[config.mk]
export PLATFORM = sky130hd
export DESIGN_NAME = supply_pulse_classifier
export DESIGN_NICKNAME = d
export VERILOG_FILES = /design/src/rtl/spc_pkg.sv /design/src/rtl/spc_satcnt.sv /design/src/rtl/spc_datapath.sv /design/src/rtl/spc_control.sv /design/src/rtl/supply_pulse_classifier.sv
export SDC_FILE = /design/constraint.sdc
export NUM_CORES = 1
export LEC_CHECK = 0
export ABC_AREA = 0
export ABC_CLOCK_PERIOD_IN_PS = 6400
export BUFFER_PORTS_ARGS = -buffer_cell sky130_fd_sc_hd__buf_2
export CAP_MARGIN = 30
export CORE_MARGIN = 2
export CORE_UTILIZATION = 43
export CTS_CLUSTER_SIZE = 10
export DETAILED_ROUTE_END_ITERATION = 8
export HOLD_SLACK_MARGIN = 0.03
export PLACE_DENSITY_LB_ADDON = 0.2
export RECOVER_POWER = 25
export REMOVE_ABC_BUFFERS = 1
export SYNTH_ARGS = -nofsm -noshare
export SYNTH_HDL_FRONTEND = slang
export SYNTH_SLANG_ARGS = --single-unit
[constraint.sdc]
create_clock -name clk -period 6.4 [get_ports clk]
set_clock_uncertainty 0.2 [all_clocks]
set_input_delay 0.32 -clock clk [delete_from_list [all_inputs] [get_ports clk]]
set_output_delay 0.32 -clock clk [all_outputs]
set_load 0.01 [all_outputs]
[src/rtl/spc_pkg.sv]
package spc_pkg;
  typedef enum logic [1:0] {
    LVL_GND  = 2'd0,
    LVL_LOW  = 2'd1,
    LVL_MID  = 2'd2,
    LVL_HIGH = 2'd3
  } lvl_e;

  typedef struct packed {
    logic cntGap;
    logic cntWidth;
  } dpStrobe_t;
endpackage

[src/rtl/spc_satcnt.sv]
module spc_satcnt #(
  parameter int CNT_W = 14
) (
  input  logic             clk,
  input  logic             rstN,
  input  logic             inc,
  output logic [CNT_W-1:0] count
);
  localparam logic [CNT_W-1:0] CNT_MAX = '1;

  always_ff @(posedge clk) begin
    if (!rstN)                    count <= '0;
    else if (!inc)                count <= '0;
    else if (count != CNT_MAX)    count <= count + CNT_W'(1);
  end
endmodule

[src/rtl/spc_datapath.sv]
module spc_datapath
  import spc_pkg::*;
#(
  parameter int FILT_CYC = 64,
  parameter int CNT_W    = 14
) (
  input  logic             clk,
  input  logic             rstN,
  input  lvl_e             rawLvl,
  input  dpStrobe_t        strobe,
  output lvl_e             filtLvl,
  output logic [CNT_W-1:0] gapCnt,
  output logic [CNT_W-1:0] widthCnt
);
  localparam int RUN_W = $clog2(FILT_CYC + 1);
  localparam logic [RUN_W-1:0] RUN_FULL = RUN_W'(FILT_CYC);

  lvl_e             lastRaw;
  logic [RUN_W-1:0] runLen;
  logic [RUN_W-1:0] runNext;

  always_comb begin
    if (rawLvl != lastRaw)     runNext = RUN_W'(1);
    else if (runLen == RUN_FULL) runNext = runLen;
    else                       runNext = runLen + RUN_W'(1);
  end

  always_ff @(posedge clk) begin
    if (!rstN) begin
      lastRaw <= LVL_GND;
      runLen  <= '0;
      filtLvl <= LVL_GND;
    end else begin
      lastRaw <= rawLvl;
      runLen  <= runNext;
      if (runNext == RUN_FULL) filtLvl <= rawLvl;
    end
  end

  spc_satcnt #(.CNT_W(CNT_W)) gapCounter (
    .clk(clk), .rstN(rstN), .inc(strobe.cntGap), .count(gapCnt)
  );

  spc_satcnt #(.CNT_W(CNT_W)) widthCounter (
    .clk(clk), .rstN(rstN), .inc(strobe.cntWidth), .count(widthCnt)
  );
endmodule

[src/rtl/spc_control.sv]
module spc_control
  import spc_pkg::*;
#(
  parameter int MIN_ACT  = 1000,
  parameter int MIN_GAP  = 1000,
  parameter int BLOW_CYC = 4500,
  parameter int CNT_W    = 14
) (
  input  logic             clk,
  input  logic             rstN,
  input  lvl_e             filtLvl,
  input  logic [CNT_W-1:0] gapCnt,
  input  logic [CNT_W-1:0] widthCnt,
  output dpStrobe_t        strobe,
  output logic             midDone,
  output logic             keyDone,
  output logic             blowStart,
  output logic             pulseErr,
  output logic             pwrLoss
);
  localparam logic [CNT_W-1:0] ACT_MIN  = CNT_W'(MIN_ACT);
  localparam logic [CNT_W-1:0] GAP_MIN  = CNT_W'(MIN_GAP);
  localparam logic [CNT_W-1:0] BLOW_LIM = CNT_W'(BLOW_CYC);
  localparam logic [CNT_W-1:0] BLOW_HIT = CNT_W'(BLOW_CYC - 1);

  typedef enum logic [1:0] {ST_OFF, ST_GAP, ST_PULSE} state_e;

  state_e state;
  logic   gapOk;
  logic   highSeen;
  logic   isActive;
  logic   isHigh;

  assign isHigh          = (filtLvl == LVL_HIGH);
  assign isActive        = isHigh || (filtLvl == LVL_MID);
  assign strobe.cntGap   = (filtLvl == LVL_LOW);
  assign strobe.cntWidth = isActive;

  always_ff @(posedge clk) begin
    if (!rstN) begin
      state     <= ST_OFF;
      gapOk     <= 1'b0;
      highSeen  <= 1'b0;
      midDone   <= 1'b0;
      keyDone   <= 1'b0;
      blowStart <= 1'b0;
      pulseErr  <= 1'b0;
      pwrLoss   <= 1'b0;
    end else begin
      midDone   <= 1'b0;
      keyDone   <= 1'b0;
      blowStart <= 1'b0;
      pulseErr  <= 1'b0;
      pwrLoss   <= 1'b0;
      if (filtLvl == LVL_GND) begin
        if (state != ST_OFF) pwrLoss <= 1'b1;
        state <= ST_OFF;
      end else if (filtLvl == LVL_LOW) begin
        if (state == ST_PULSE) begin
          if (!gapOk || widthCnt < ACT_MIN) pulseErr <= 1'b1;
          else if (!highSeen)               midDone  <= 1'b1;
          else if (widthCnt < BLOW_LIM)     keyDone  <= 1'b1;
        end
        state <= ST_GAP;
      end else if (state != ST_PULSE) begin
        gapOk    <= (state == ST_GAP) && (gapCnt >= GAP_MIN);
        highSeen <= isHigh;
        state    <= ST_PULSE;
      end else begin
        highSeen <= highSeen | isHigh;
        if (isHigh && gapOk && widthCnt == BLOW_HIT) blowStart <= 1'b1;
      end
    end
  end
endmodule

[src/rtl/supply_pulse_classifier.sv]
module supply_pulse_classifier
  import spc_pkg::*;
#(
  parameter int FILT_CYC = 64,
  parameter int MIN_ACT  = 1000,
  parameter int MIN_GAP  = 1000,
  parameter int BLOW_CYC = 4500,
  parameter int CNT_W    = 14
) (
  input  logic       clk,
  input  logic       rstN,
  input  logic [1:0] supLvl,
  output logic       midDone,
  output logic       keyDone,
  output logic       blowStart,
  output logic       pulseErr,
  output logic       pwrLoss
);
  lvl_e             filtLvl;
  logic [CNT_W-1:0] gapCnt;
  logic [CNT_W-1:0] widthCnt;
  dpStrobe_t        strobe;

  spc_datapath #(.FILT_CYC(FILT_CYC), .CNT_W(CNT_W)) dp (
    .clk(clk), .rstN(rstN), .rawLvl(lvl_e'(supLvl)), .strobe(strobe),
    .filtLvl(filtLvl), .gapCnt(gapCnt), .widthCnt(widthCnt)
  );

  spc_control #(.MIN_ACT(MIN_ACT), .MIN_GAP(MIN_GAP), .BLOW_CYC(BLOW_CYC),
                .CNT_W(CNT_W)) ctl (
    .clk(clk), .rstN(rstN), .filtLvl(filtLvl), .gapCnt(gapCnt),
    .widthCnt(widthCnt), .strobe(strobe), .midDone(midDone),
    .keyDone(keyDone), .blowStart(blowStart), .pulseErr(pulseErr),
    .pwrLoss(pwrLoss)
  );
endmodule

# --- After elaboration in Yosys (flattened, before gate mapping) ---
# Index checks and enable logic that the tools add are counted.
totals:
  ff_bits: 48
  inputBits: 4
  out_inout_bits: 5
classes:
  n_addsub: 3
  n_lt_le_gt_ge: 3
  eq_ne: 12
  muxes: 10
  bitwise_logic: 6
  n_reduce_logical: 20
ops:
  columns: ["operator", "n"]
  rows:
  - ["14-bit by 1-bit adder with 14-bit output (second input constant)", 2]
  - ["14-bit inequality test (second input constant)", 2]
  - ["14-bit by 13-bit equality test with 1-bit output (second input constant)", 1]
  - ["7-bit equality test (second input constant)", 2]
  - ["14-bit by 10-bit >= comparator with 1-bit output (second input constant)", 1]
  - ["14-bit by 10-bit < comparator with 1-bit output (second input constant)", 1]
  - ["14-bit by 13-bit < comparator with 1-bit output (second input constant)", 1]
  - ["7-bit 2-to-1 mux", 2]
  - ["1-bit 2-to-1 mux", 8]
  - ["2-bit AND reduction", 4]
  - ["4-bit OR reduction", 2]
  - ["7-bit by 1-bit adder with 7-bit output (second input constant)", 1]
  - ["2-bit equality test (second input constant)", 3]
  - ["6-bit OR reduction", 1]
  - ["1-bit inverter", 5]
  - ["5-bit OR reduction", 1]
  - ["2-bit by 1-bit equality test with 1-bit output (second input constant)", 2]
  - ["2-bit nonzero test", 2]
  - ["1-bit logical AND", 3]
  - ["3-bit AND reduction", 1]
  - ["3-bit OR reduction", 1]
  - ["2-bit logical NOT", 1]
  - ["1-bit logical OR", 2]
  - ["2-bit inequality test", 1]
  - ["other kinds (4)", 4]

# --- Logic depth before layout (Yosys ltp) ---
# Gate-level depths: netlist (run 1).
depth:
  depth_word: 4
  mapped_depth: 7
  mapped_depth_nobuf: 7

# --- Modules after synthesis ---
# Synthesis (run 1) repeated with hierarchy kept, for this count alone.
unflattened:
  cells_unflattened: 279
  hier_area_um2: 2556.2
by_module_without_submodules:
  columns: ["mod", "n_inst", "cells_each", "area_per_inst_um2", "seq_area_each_um2"]
  rows:
  - ["spc_satcnt", 2, 84, 764.5, 280.3]
  - ["spc_datapath", 1, 62, 586.8, 220.2]
  - ["spc_control", 1, 49, 440.4, 180.2]

# --- Least setup slack after synthesis (run 1) ---
# No wires, ideal clock.
synth_timing:
  path_type: "reg-to-reg"
  from: "reg dp.runLen[0]"
  to: "reg dp.filtLvl[1]"
  arrival_ns: 1.850
  required_ns: 6.079
  slack_ns: 4.229
  path_stages_with_launch: 8
  n_path_buf: 0
  cell_sequence: "dfxtp_1 inv_1 ha_1 and3b_2 nand2_1 o22ai_2 a2111oi_4 mux2_4"
synth_between:
  elab_chain_len: 4
synth_lines:
  columns: ["item", "line", "rtl"]
  rows:
  - ["from (decl)", "spc_datapath.sv:19", "logic [RUN_W-1:0] runLen;"]
  - ["from (signal assigned)", "spc_datapath.sv:35", "runLen <= runNext;"]
  - ["7-bit by 1-bit adder with 7-bit output / 7-bit equality test (equally long branches)", "spc_datapath.sv:25, spc_datapath.sv:24", null]
  - ["7-bit 2-to-1 mux (*)", "spc_datapath.sv:24", "else if (runLen == RUN_FULL) runNext = runLen;"]
  - ["7-bit 2-to-1 mux (*)", "spc_datapath.sv:23", "if (rawLvl != lastRaw) runNext = RUN_W'(1);"]
  - ["7-bit equality test (*)", "spc_datapath.sv:36", "if (runNext == RUN_FULL) filtLvl <= rawLvl;"]
  - ["to (signal assigned)", "spc_datapath.sv:36", null]
  - ["to (decl)", "spc_datapath.sv:11", "output lvl_e filtLvl,"]
# Every way passes the cells marked *; elsewhere a longest branch is shown, timed or not.
# A chain may end at the register's enable or synchronous reset.

# --- Final worst setup path (run 1) ---
# Same ends and word-level chain as after synthesis.

==> results of run 1 <==
## synthesized netlist by cell type (2+ instances only)
| cell type | n | area (µm²) |
|---|---|---|
| nand4_1 | 10 | 62.6 |
| xor2_1 | 16 | 140 |
| nand2_1 | 21 | 78.8 |
| a21oi_2 | 2 | 17.5 |
| dfxtp_1 | 48 | 961 |
| nor3_1 | 8 | 40.0 |
| o2111ai_1 | 2 | 17.5 |
| or2_2 | 2 | 12.5 |
| ha_1 | 5 | 62.6 |
| inv_1 | 10 | 37.5 |
| clkbuf_1 | 4 | 15.0 |
| o21ai_0 | 8 | 40.0 |
| and2_1 | 4 | 25.0 |
| and3_1 | 4 | 25.0 |
| xnor2_1 | 10 | 87.6 |
| a211oi_1 | 4 | 30.0 |
| buf_2 | 3 | 15.0 |
| nor2b_1 | 2 | 12.5 |
| o211a_1 | 2 | 20.0 |
| a21oi_1 | 11 | 55.1 |
| nand3_1 | 16 | 80.1 |
| a21boi_0 | 2 | 15.0 |
| nor4_1 | 4 | 25.0 |
| a41oi_1 | 2 | 17.5 |
| nor2_1 | 35 | 131 |
| and4_1 | 3 | 26.3 |
## through the flow
step	util	setup slack (ns)	instance area, µm²
2_1_floorplan	-	4.23	2230
3_3_place_gp	0.461	4.07	2350
3_5_place_dp	0.462	4.10	2360
4_1_cts	0.479	4.08	2450
5_1_grt	0.478	3.97	2440
6_report	0.478	4.09	2440
## layout make-up
cell class / instances / area (µm²)
timing repair buffer: 9 / 37.5
clock buffer: 8 / 90.1
multi-input combinational: 193 / 1230
sequential: 48 / 961
inverter: 10 / 37.5
fill: 503 / 2670
tap: 70 / 87.6
## layer usage
metal  part of all wire  global-route usage  up-vias
li1                   -                   -      930
met1               0.50               0.185      810
met2               0.46               0.255       21
met3              0.025              0.0344        7
met4              0.014              0.0527        0
met5                  0                   0        -
## critical path, stage by stage (launching register included)
cell	delay (ns)
dfxtp_1	0.44
inv_1	0.09
ha_1	0.21
and3b_2	0.22
nand2_1	0.20
o22ai_2	0.12
a2111oi_4	0.39
mux2_4	0.33
## power by group through the flow
stage	Clock (mW)	Combinational, mW	Sequential [mW]
after global placement	0	0.0114	0.309
final	0.184	0.0111	0.301
after detailed placement	0	0.0114	0.309
after CTS	0.192	0.0114	0.301
after floorplan	0	0.00806	0.308
after global routing	0.202	0.0129	0.302
## kinds of logic after synthesis
logic type | synth area share
AND/OR/NAND/NOR | 0.268
flip-flops | 0.424
AO/OA/AOI/OAI | 0.135
XOR/XNOR | 0.100
buffers and inverters | 0.0348
adder cells (fa/ha/maj) | 0.0276
multiplexers | 0.0110
## registers in the layout (all words and copies together), names as in the netlist
name / count
ctl.gapOk: 1
ctl.highSeen: 1
dp.gapCounter.count: 14
dp.runLen: 7
ctl.midDone: 1
ctl.pulseErr: 1
ctl.state: 2
ctl.pwrLoss: 1
dp.lastRaw: 2
dp.widthCounter.count: 14
ctl.keyDone: 1
ctl.blowStart: 1
dp.filtLvl: 2
## worst min-delay path by stage
| stage | start | end | slack, ns | depth (start not counted) |
|---|---|---|---|---|
| CTS | supLvl[0] | dp.lastRaw[0] | 0.06 | 3 |
| global placement | ctl.highSeen | ctl.midDone | 0.25 | 1 |
| global route | supLvl[1] | dp.lastRaw[1] | 0.08 | 2 |
| floorplan | ctl.highSeen | ctl.midDone | 0.21 | 1 |
| finish | supLvl[0] | dp.lastRaw[0] | 0.06 | 3 |
| detailed placement | ctl.highSeen | ctl.midDone | 0.24 | 1 |
==> results by group, run 1 <==
Clock tree
  – Setup Fix Bufs, Post-CTS: 0
  – CTS max path bufs: 2
  – Clock root cell: clkbuf_8
  – Clk sink count: 48
  – Post-cts gate resize count: 0
  – CTS tree: yes
  – Hold buffers post-CTS: 0
  – Total CTS buffers: 5
  – Clock slew seen by the registers of the worst setup and hold paths: 0.08 ns
  – H-tree levels: 2
  – Clock Latency Late Sink: 0.30 ns

STA
  – RSZ-0062 raised after global routing: false
  – Worst relative slew slack: 0.404
  – Slew @ Worst Pin: 0.894 ns
  – Setup Viol. Count Final: 0
  – Setup_tns: 0 ns
  – Period Utilization, post-route: 0.361
  – Fmax: 432 MHz
  – Max Transition Viols Final: 0
  – Hold WS: 0.0572 ns
  – Final Hold Violating Endpoints: 0
  – Fin crit period: 2.31 ns

Layout
  – Share of layout cells above drive strength 1: 0.0709
  – Commonest cells after routing, fill and taps aside: dfxtp_1, nor2_1, nand2_1, nand3_1, xor2_1
  – Antenna cells: 0
  – Syn-to-layout area delta: 7.67%
  – Non-filler cells, final: 338
  – Commonest non-fill, non-tap cell in the layout: dfxtp_1
  – Nets: 276

Synthesis
  – Mean Syn Cell Area: 8.75 µm²
  – Synth async-reset ratio: 0
  – Post-Syn Area: 0.00227 mm²
  – Yosys warnings: 0
  – Distinct cells, synth: 47
  – Post-synthesis sequential element count: 48
  – Seq/Total Area, Yosys: 0.424
  – EDFF count, synth: 0
  – Top FF cell, synth: dfxtp_1
  – Mapped Cells: 259

Critical path
  – Setup crit end kind: flop
  – Worst R2R Setup Slack: 4.09 ns
  – Reg2reg end: dp.filtLvl[1]
  – Worst r2r path cells: 7
  – Worst setup startpoint: dp.runLen[0]
  – Kind of critical path: flop to flop
  – Worst Path Required: 6.39 ns
  – Reg2reg start: dp.runLen[0]
  – CP startpoint kind: flop
  – Crit path max fanout: 7
  – Critical path arrival: 2.31 ns
  – Worst Setup EP: dp.filtLvl[1]

Die
  – Die X: 76.6 µm
  – Die area: 0.00587 mm²
  – IO Pins: 9
  – Die Ht: 76.6 µm
  – Core box area: 0.00511 mm²
  – Initial core utilization: 0.444
  – # rows: 26

Global routing
  – Tot GR Track Use: 0.149
  – Largest net degree at the start of global routing: 17
  – Vias in the first global route: 1672
  – Initial antenna violation count: 0
  – First-pass GRT wire length: 7270 µm
  – Grt total ovfl: 0

Pwr
  – Sw frac: 0.208
  – Internal power: 0.393 mW
  – Combinational fraction of design power: 0.022
  – Lkg Pwr: 0.816 nW
  – Sequential fraction of design power: 0.608
  – Switching power: 0.103 mW
  – Worst vdd ir: 0.000114 V
  – Power per cell area: 203 mW/mm²
  – Final total power: 0.496 mW
  – Clock network power share: 0.370

Detailed routing
  – First DRT Iteration DRCs: 82
  – Vias per Instance: 5.23
  – DR pass1 iterations: 4
  – Routed WL per cell: 12.2 µm
  – DRT antenna net count: 0
  – Vias: 1768
  – DRC viols: 0
  – Total Wirelength: 4120 µm

Outcome
  – Status: finished, final reports clean

Hold path
  – Worst min path class: input pin to flop

Run
  – Max Cap Viol: 0

Place
  – PortBufs: 8
  – Placed cell count: 330
  – Final Wtd Congestion: 0.822
  – Post-DP HPWL: 2970 µm
Note: power is estimated with default switching activity, not from simulation.
==> run 2: changes to the inputs <==
Settings changed: ABC_CLOCK_PERIOD_IN_PS 6400 to 2300.
Clock period 6.4 ns to 2.3 ns, I/O delays scaled along.
==> run 2 against run 1 <==
  * Critical path depth is the same
  * Combinational power rose to 3.6 times the previous value
  * Setup slack worse by 4.0 ns
  * Fmax rose by 5.1%
  * Critical endpoint unchanged
  * Largest power group unchanged
==> results by group, run 2 (same netlist as run 1, synthesis figures left out) <==
Pwr
  – Sw frac: 0.219
  – Switching power: 0.307 mW
  – Worst vdd ir: 0.000293 V
  – Internal power: 1.09 mW
  – Power per cell area: 554 mW/mm²
  – Combinational fraction of design power: 0.029
  – Clock network power share: 0.373
  – Lkg Pwr: 0.854 nW
  – Sequential fraction of design power: 0.599

Detailed routing
  – Vias per Instance: 5.31
  – DRT antenna net count: 0
  – DR pass1 iterations: 4
  – DRC viols: 0
  – Routed WL per cell: 12.1 µm
  – Vias: 1837
  – First DRT Iteration DRCs: 79
  – Total Wirelength: 4200 µm

Critical path
  – Kind of critical path: flop to flop
  – Worst Setup EP: dp.filtLvl[1]
  – Crit path max fanout: 6
  – Setup crit end kind: flop
  – Critical path arrival: 2.19 ns
  – CP startpoint kind: flop
  – Reg2reg start: dp.runLen[1]
  – Worst setup startpoint: dp.runLen[1]
  – Worst R2R Setup Slack: 0.1 ns
  – Worst r2r path cells: 7
  – Worst Path Required: 2.29 ns
  – Reg2reg end: dp.filtLvl[1]

Die
  – Initial core utilization: 0.444
  – # rows: 26
  – Die area: 0.00587 mm²
  – Die Ht: 76.6 µm
  – IO Pins: 9
  – Core box area: 0.00511 mm²
  – Die X: 76.6 µm

Layout
  – Commonest cells after routing, fill and taps aside: dfxtp_1, nor2_1, nand2_1, nand3_1, xor2_1
  – Commonest non-fill, non-tap cell in the layout: dfxtp_1
  – Biggest regs: dp.gapCounter.count (14), dp.widthCounter.count (14), dp.runLen (7)
  – Syn-to-layout area delta: 11.5%
  – Share of layout cells above drive strength 1: 0.101
  – Antenna cells: 0
  – Non-filler cells, final: 346
  – Fin util: 0.495
  – Nets: 284

Clock tree
  – H-tree levels: 2
  – Clock root cell: clkbuf_8
  – Setup Fix Bufs, Post-CTS: 0
  – CTS tree: yes
  – CTS max path bufs: 2
  – Total CTS buffers: 5
  – Clock slew seen by the registers of the worst setup and hold paths: 0.09 ns
  – Clock Latency Late Sink: 0.30 ns
  – Clk sink count: 48

Place
  – Placed cell count: 333
  – PortBufs: 8
  – Post-DP HPWL: 2960 µm
  – Final Wtd Congestion: 0.822
  – Pre-CTS WS: 0.103 ns

Global routing
  – Tot GR Track Use: 0.158
  – Met1 usage: 0.204
  – GRT met2 Usage: 0.258
  – Global route hottest layer: met2
  – Initial antenna violation count: 0
  – Vias in the first global route: 1680
  – Largest net degree at the start of global routing: 17
  – First-pass GRT wire length: 7600 µm
  – GR Util met3: 0.0332
  – Grt total ovfl: 0

Outcome
  – Status: finished, final reports clean

STA
  – Fmax: 454 MHz
  – Fin crit period: 2.20 ns
  – RSZ-0062 raised after global routing: false
  – Hold WS: 0.257 ns
  – Final Hold Violating Endpoints: 0
  – Setup Viol. Count Final: 0
  – Period Utilization, post-route: 0.957
  – Setup ws final: 0.0982 ns
  – Slew @ Worst Pin: 0.603 ns
  – Setup_tns: 0 ns
  – Max Transition Viols Final: 0
  – Worst relative slew slack: 0.598

Hold path
  – Worst min path class: flop to flop

Run
  – Max Cap Viol: 0
[run 2: power groups by stage]
| stage | registers (mW) | logic, mW | clock network [mW] |
|---|---|---|---|
| CTS | 0.839 | 0.0386 | 0.548 |
| global placement | 0.858 | 0.0313 | 0 |
| finish | 0.839 | 0.0401 | 0.522 |
| global route | 0.840 | 0.0448 | 0.577 |
| detailed placement | 0.859 | 0.0320 | 0 |
| floorplan | 0.858 | 0.0224 | 0 |
[run 2: repair_timing]
action | in CTS | in global routing
hold buffers | 5 | 0
resized for setup | 0 | 5
endpoints found under the setup margin | 0 | 1
endpoints found under the hold margin | 13 | 0
[run 2: worst min-delay path by stage]
stage | to | slack (ns) | start | cells past startpoint
finish | ctl.midDone | 0.26 | ctl.highSeen | 1
floorplan | dp.lastRaw[0] | 0.03 | supLvl[0] | 2
global route | ctl.midDone | 0.28 | ctl.highSeen | 1
global placement | dp.lastRaw[0] | 0.16 | supLvl[0] | 3
CTS | ctl.midDone | 0.25 | ctl.highSeen | 1
detailed placement | dp.lastRaw[0] | 0.17 | supLvl[0] | 3
[run 2: per-layer routing]
metal,share of wire,wire length (µm),up-vias
li1,-,-,948
met3,0.031,129,7
met4,0.015,63,0
met2,0.46,1920,36
met1,0.50,2080,846
met5,0,0,-
[run 2: stage by stage]
stage | power (mW) | cell area (µm²)
floorplan | 0.880 | 2230
global placement | 0.890 | 2380
detailed placement | 0.891 | 2380
CTS | 1.43 | 2530
global route | 1.46 | 2530
finish | 1.40 | 2530
[run 2: cell type report]
type / count / area [µm²]
Fill cell: 513 / 2580
Multi-Input combinational cell: 193 / 1230
Tap cell: 70 / 87.6
Clock inverter: 2 / 10.0
Clock buffer: 6 / 82.6
Timing Repair Buffer: 17 / 109
Inverter: 10 / 37.5
Sequential cell: 48 / 966
[run 2: critical path: stages (launching register included)]
cell and delay [ns]:
dfxtp_2 0.38, inv_1 0.09, ha_1 0.20, and3b_2 0.23, a21oi_2 0.16, o21ai_2 0.10, a2111oi_4 0.40, mux2_4 0.33
==> run 3: changes to the inputs <==
Settings changed: GPL_TIMING_DRIVEN set to 0.
==> run 3 against run 2 <==
  * Count of clock-buffer cells in the layout unchanged
  * Sequential share of layout area grew 0.46 points
  * Non-clock buffer count shrank 2
  * Setup slack better by 0.011 ns
  * Via count decreased by 0.33%
  * Design area down 1.2%
  * Critical path type unchanged
==> results by group, run 3 (same netlist as run 1, synthesis figures left out) <==
Detailed routing
  – Routed WL per cell: 12.3 µm
  – DRC viols: 0
  – First DRT Iteration DRCs: 47
  – Total Wirelength: 4230 µm
  – Vias: 1831
  – DR pass1 iterations: 4
  – Vias per Instance: 5.34
  – DRT antenna net count: 0

Critical path
  – Crit-path cells: inv_1 -> ha_1 -> and3b_2 -> a21oi_1 -> o21ai_1 -> a2111oi_4 -> mux2_4
  – Kind of critical path: flop to flop
  – Slowest cell delay on critical path: 0.40 ns
  – Critical path arrival: 2.18 ns
  – Worst Path Required: 2.29 ns
  – CP startpoint kind: flop
  – Slowest-stage cell, CP: a2111oi_4
  – Setup crit end kind: flop
  – Crit path max fanout: 6

STA
  – Setup Viol. Count Final: 0
  – Fmax: 456 MHz
  – Max Transition Viols Final: 0
  – Period Utilization, post-route: 0.953
  – Slew @ Worst Pin: 0.464 ns
  – Fin crit period: 2.19 ns
  – Setup ws final: 0.109 ns
  – Worst relative slew slack: 0.690
  – Final Hold Violating Endpoints: 0

Pwr
  – Final total power: 1.35 mW
  – Clock network power share: 0.348
  – Sw frac: 0.213
  – Switching power: 0.287 mW
  – Power per cell area: 540 mW/mm²
  – Combinational fraction of design power: 0.029
  – Internal power: 1.06 mW
  – Sequential fraction of design power: 0.623
  – Lkg Pwr: 0.836 nW
  – Worst vdd ir: 0.000225 V

Die
  – IO Pins: 9
  – Die Ht: 76.6 µm
  – Core box area: 0.00511 mm²
  – Initial core utilization: 0.444
  – Die X: 76.6 µm
  – # rows: 26
  – Die area: 0.00587 mm²

Clock tree
  – CTS max path bufs: 2
  – H-tree levels: 2
  – CTS tree: yes
  – Clock root cell: clkbuf_8
  – Total CTS buffers: 5
  – Clk sink count: 48
  – Clock Latency Late Sink: 0.29 ns
  – Clock slew seen by the registers of the worst setup and hold paths: 0.09 ns

Run
  – Max Cap Viol: 0

Layout
  – Nets: 282
  – Fin util: 0.489
  – Final std cell area, no fill: 0.00250 mm²
  – Commonest cells after routing, fill and taps aside: dfxtp_1, nor2_1, nand2_1, nand3_1, xor2_1
  – Commonest non-fill, non-tap cell in the layout: dfxtp_1
  – Biggest regs: dp.gapCounter.count (14), dp.widthCounter.count (14), dp.runLen (7)
  – Share of layout cells above drive strength 1: 0.0879
  – Syn-to-layout area delta: 10.2%
  – Antenna cells: 0

Place
  – Placement Cell Area: 0.00236 mm²
  – Pre-CTS WS: -0.0282 ns
  – Final Wtd Congestion: 0.805
  – Post-DP HPWL: 2960 µm
  – PortBufs: 8

Hold path
  – Worst min path class: flop to flop

Global routing
  – Initial antenna violation count: 0
  – Tot GR Track Use: 0.151
  – Grt total ovfl: 0
  – Vias in the first global route: 1709
  – First-pass GRT wire length: 7330 µm
  – Largest net degree at the start of global routing: 17

Outcome
  – Status: finished, final reports clean
[run 3: final cells by class]
class                           count  area, µm²
Sequential cell                    48        966
Fill cell                         517       2610
Timing Repair Buffer               15       93.8
Tap cell                           70       87.6
Clock inverter                      1       5.00
Multi-Input combinational cell    193       1230
Inverter                           10       37.5
Clock buffer                        6       72.6
[run 3: per-stage QoR]
step | setup TNS (ns) | std cells | hold WS (ns)
3_3_place_gp | -0.718 | 329 | 0.153
2_1_floorplan | 0 | 251 | 0.0261
6_report | 0 | 343 | 0.252
5_1_grt | -0.00629 | 343 | 0.267
3_5_place_dp | -0.0282 | 330 | 0.157
4_1_cts | 0 | 342 | 0.257
[run 3: what timing repair did]
action / in CTS / in global routing
buffers inserted: 0 / 1
hold buffers: 5 / 0
pin swaps: 0 / 1
resized for setup: 2 / 3
endpoints found under the hold margin: 13 / 0
endpoints found under the setup margin: 1 / 4
[run 3: path summary, 6_finish.rpt]
path | from | end | slack (ns) | depth (start not counted)
max | dp.runLen[1] | dp.filtLvl[1] | 0.11 | 7
min | ctl.highSeen | ctl.midDone | 0.25 | 1
max reg2reg | dp.runLen[1] | dp.filtLvl[1] | 0.11 | 7
min reg2reg | ctl.highSeen | ctl.midDone | 0.25 | 1
[run 3: critical path: cells and delay by family (launching register included)]
| family | cells | cell delay (ns) |
|---|---|---|
| compound gates | 3 | 0.67 |
| flops | 1 | 0.38 |
| mux | 1 | 0.33 |
| simple gates | 1 | 0.22 |
| fa+ha+maj | 1 | 0.19 |
| buf+inv | 1 | 0.09 |
[run 3: per-layer routing]
layer,vias up,routed length [µm],share of wire,track usage
met1,865,2030,0.48,0.178
met5,-,0,0,0
met3,6,134,0.032,0.0415
li1,941,-,-,-
met2,19,2020,0.48,0.261
met4,0,49,0.012,0.0582
[run 3: power by group through the flow]
stage	Sequential [mW]	Combinational [mW]	Clock (mW)
2_1_floorplan	0.858	0.0224	0
3_3_place_gp	0.859	0.0315	0
3_5_place_dp	0.859	0.0318	0
4_1_cts	0.840	0.0383	0.495
5_1_grt	0.840	0.0441	0.514
6_report	0.840	0.0389	0.469
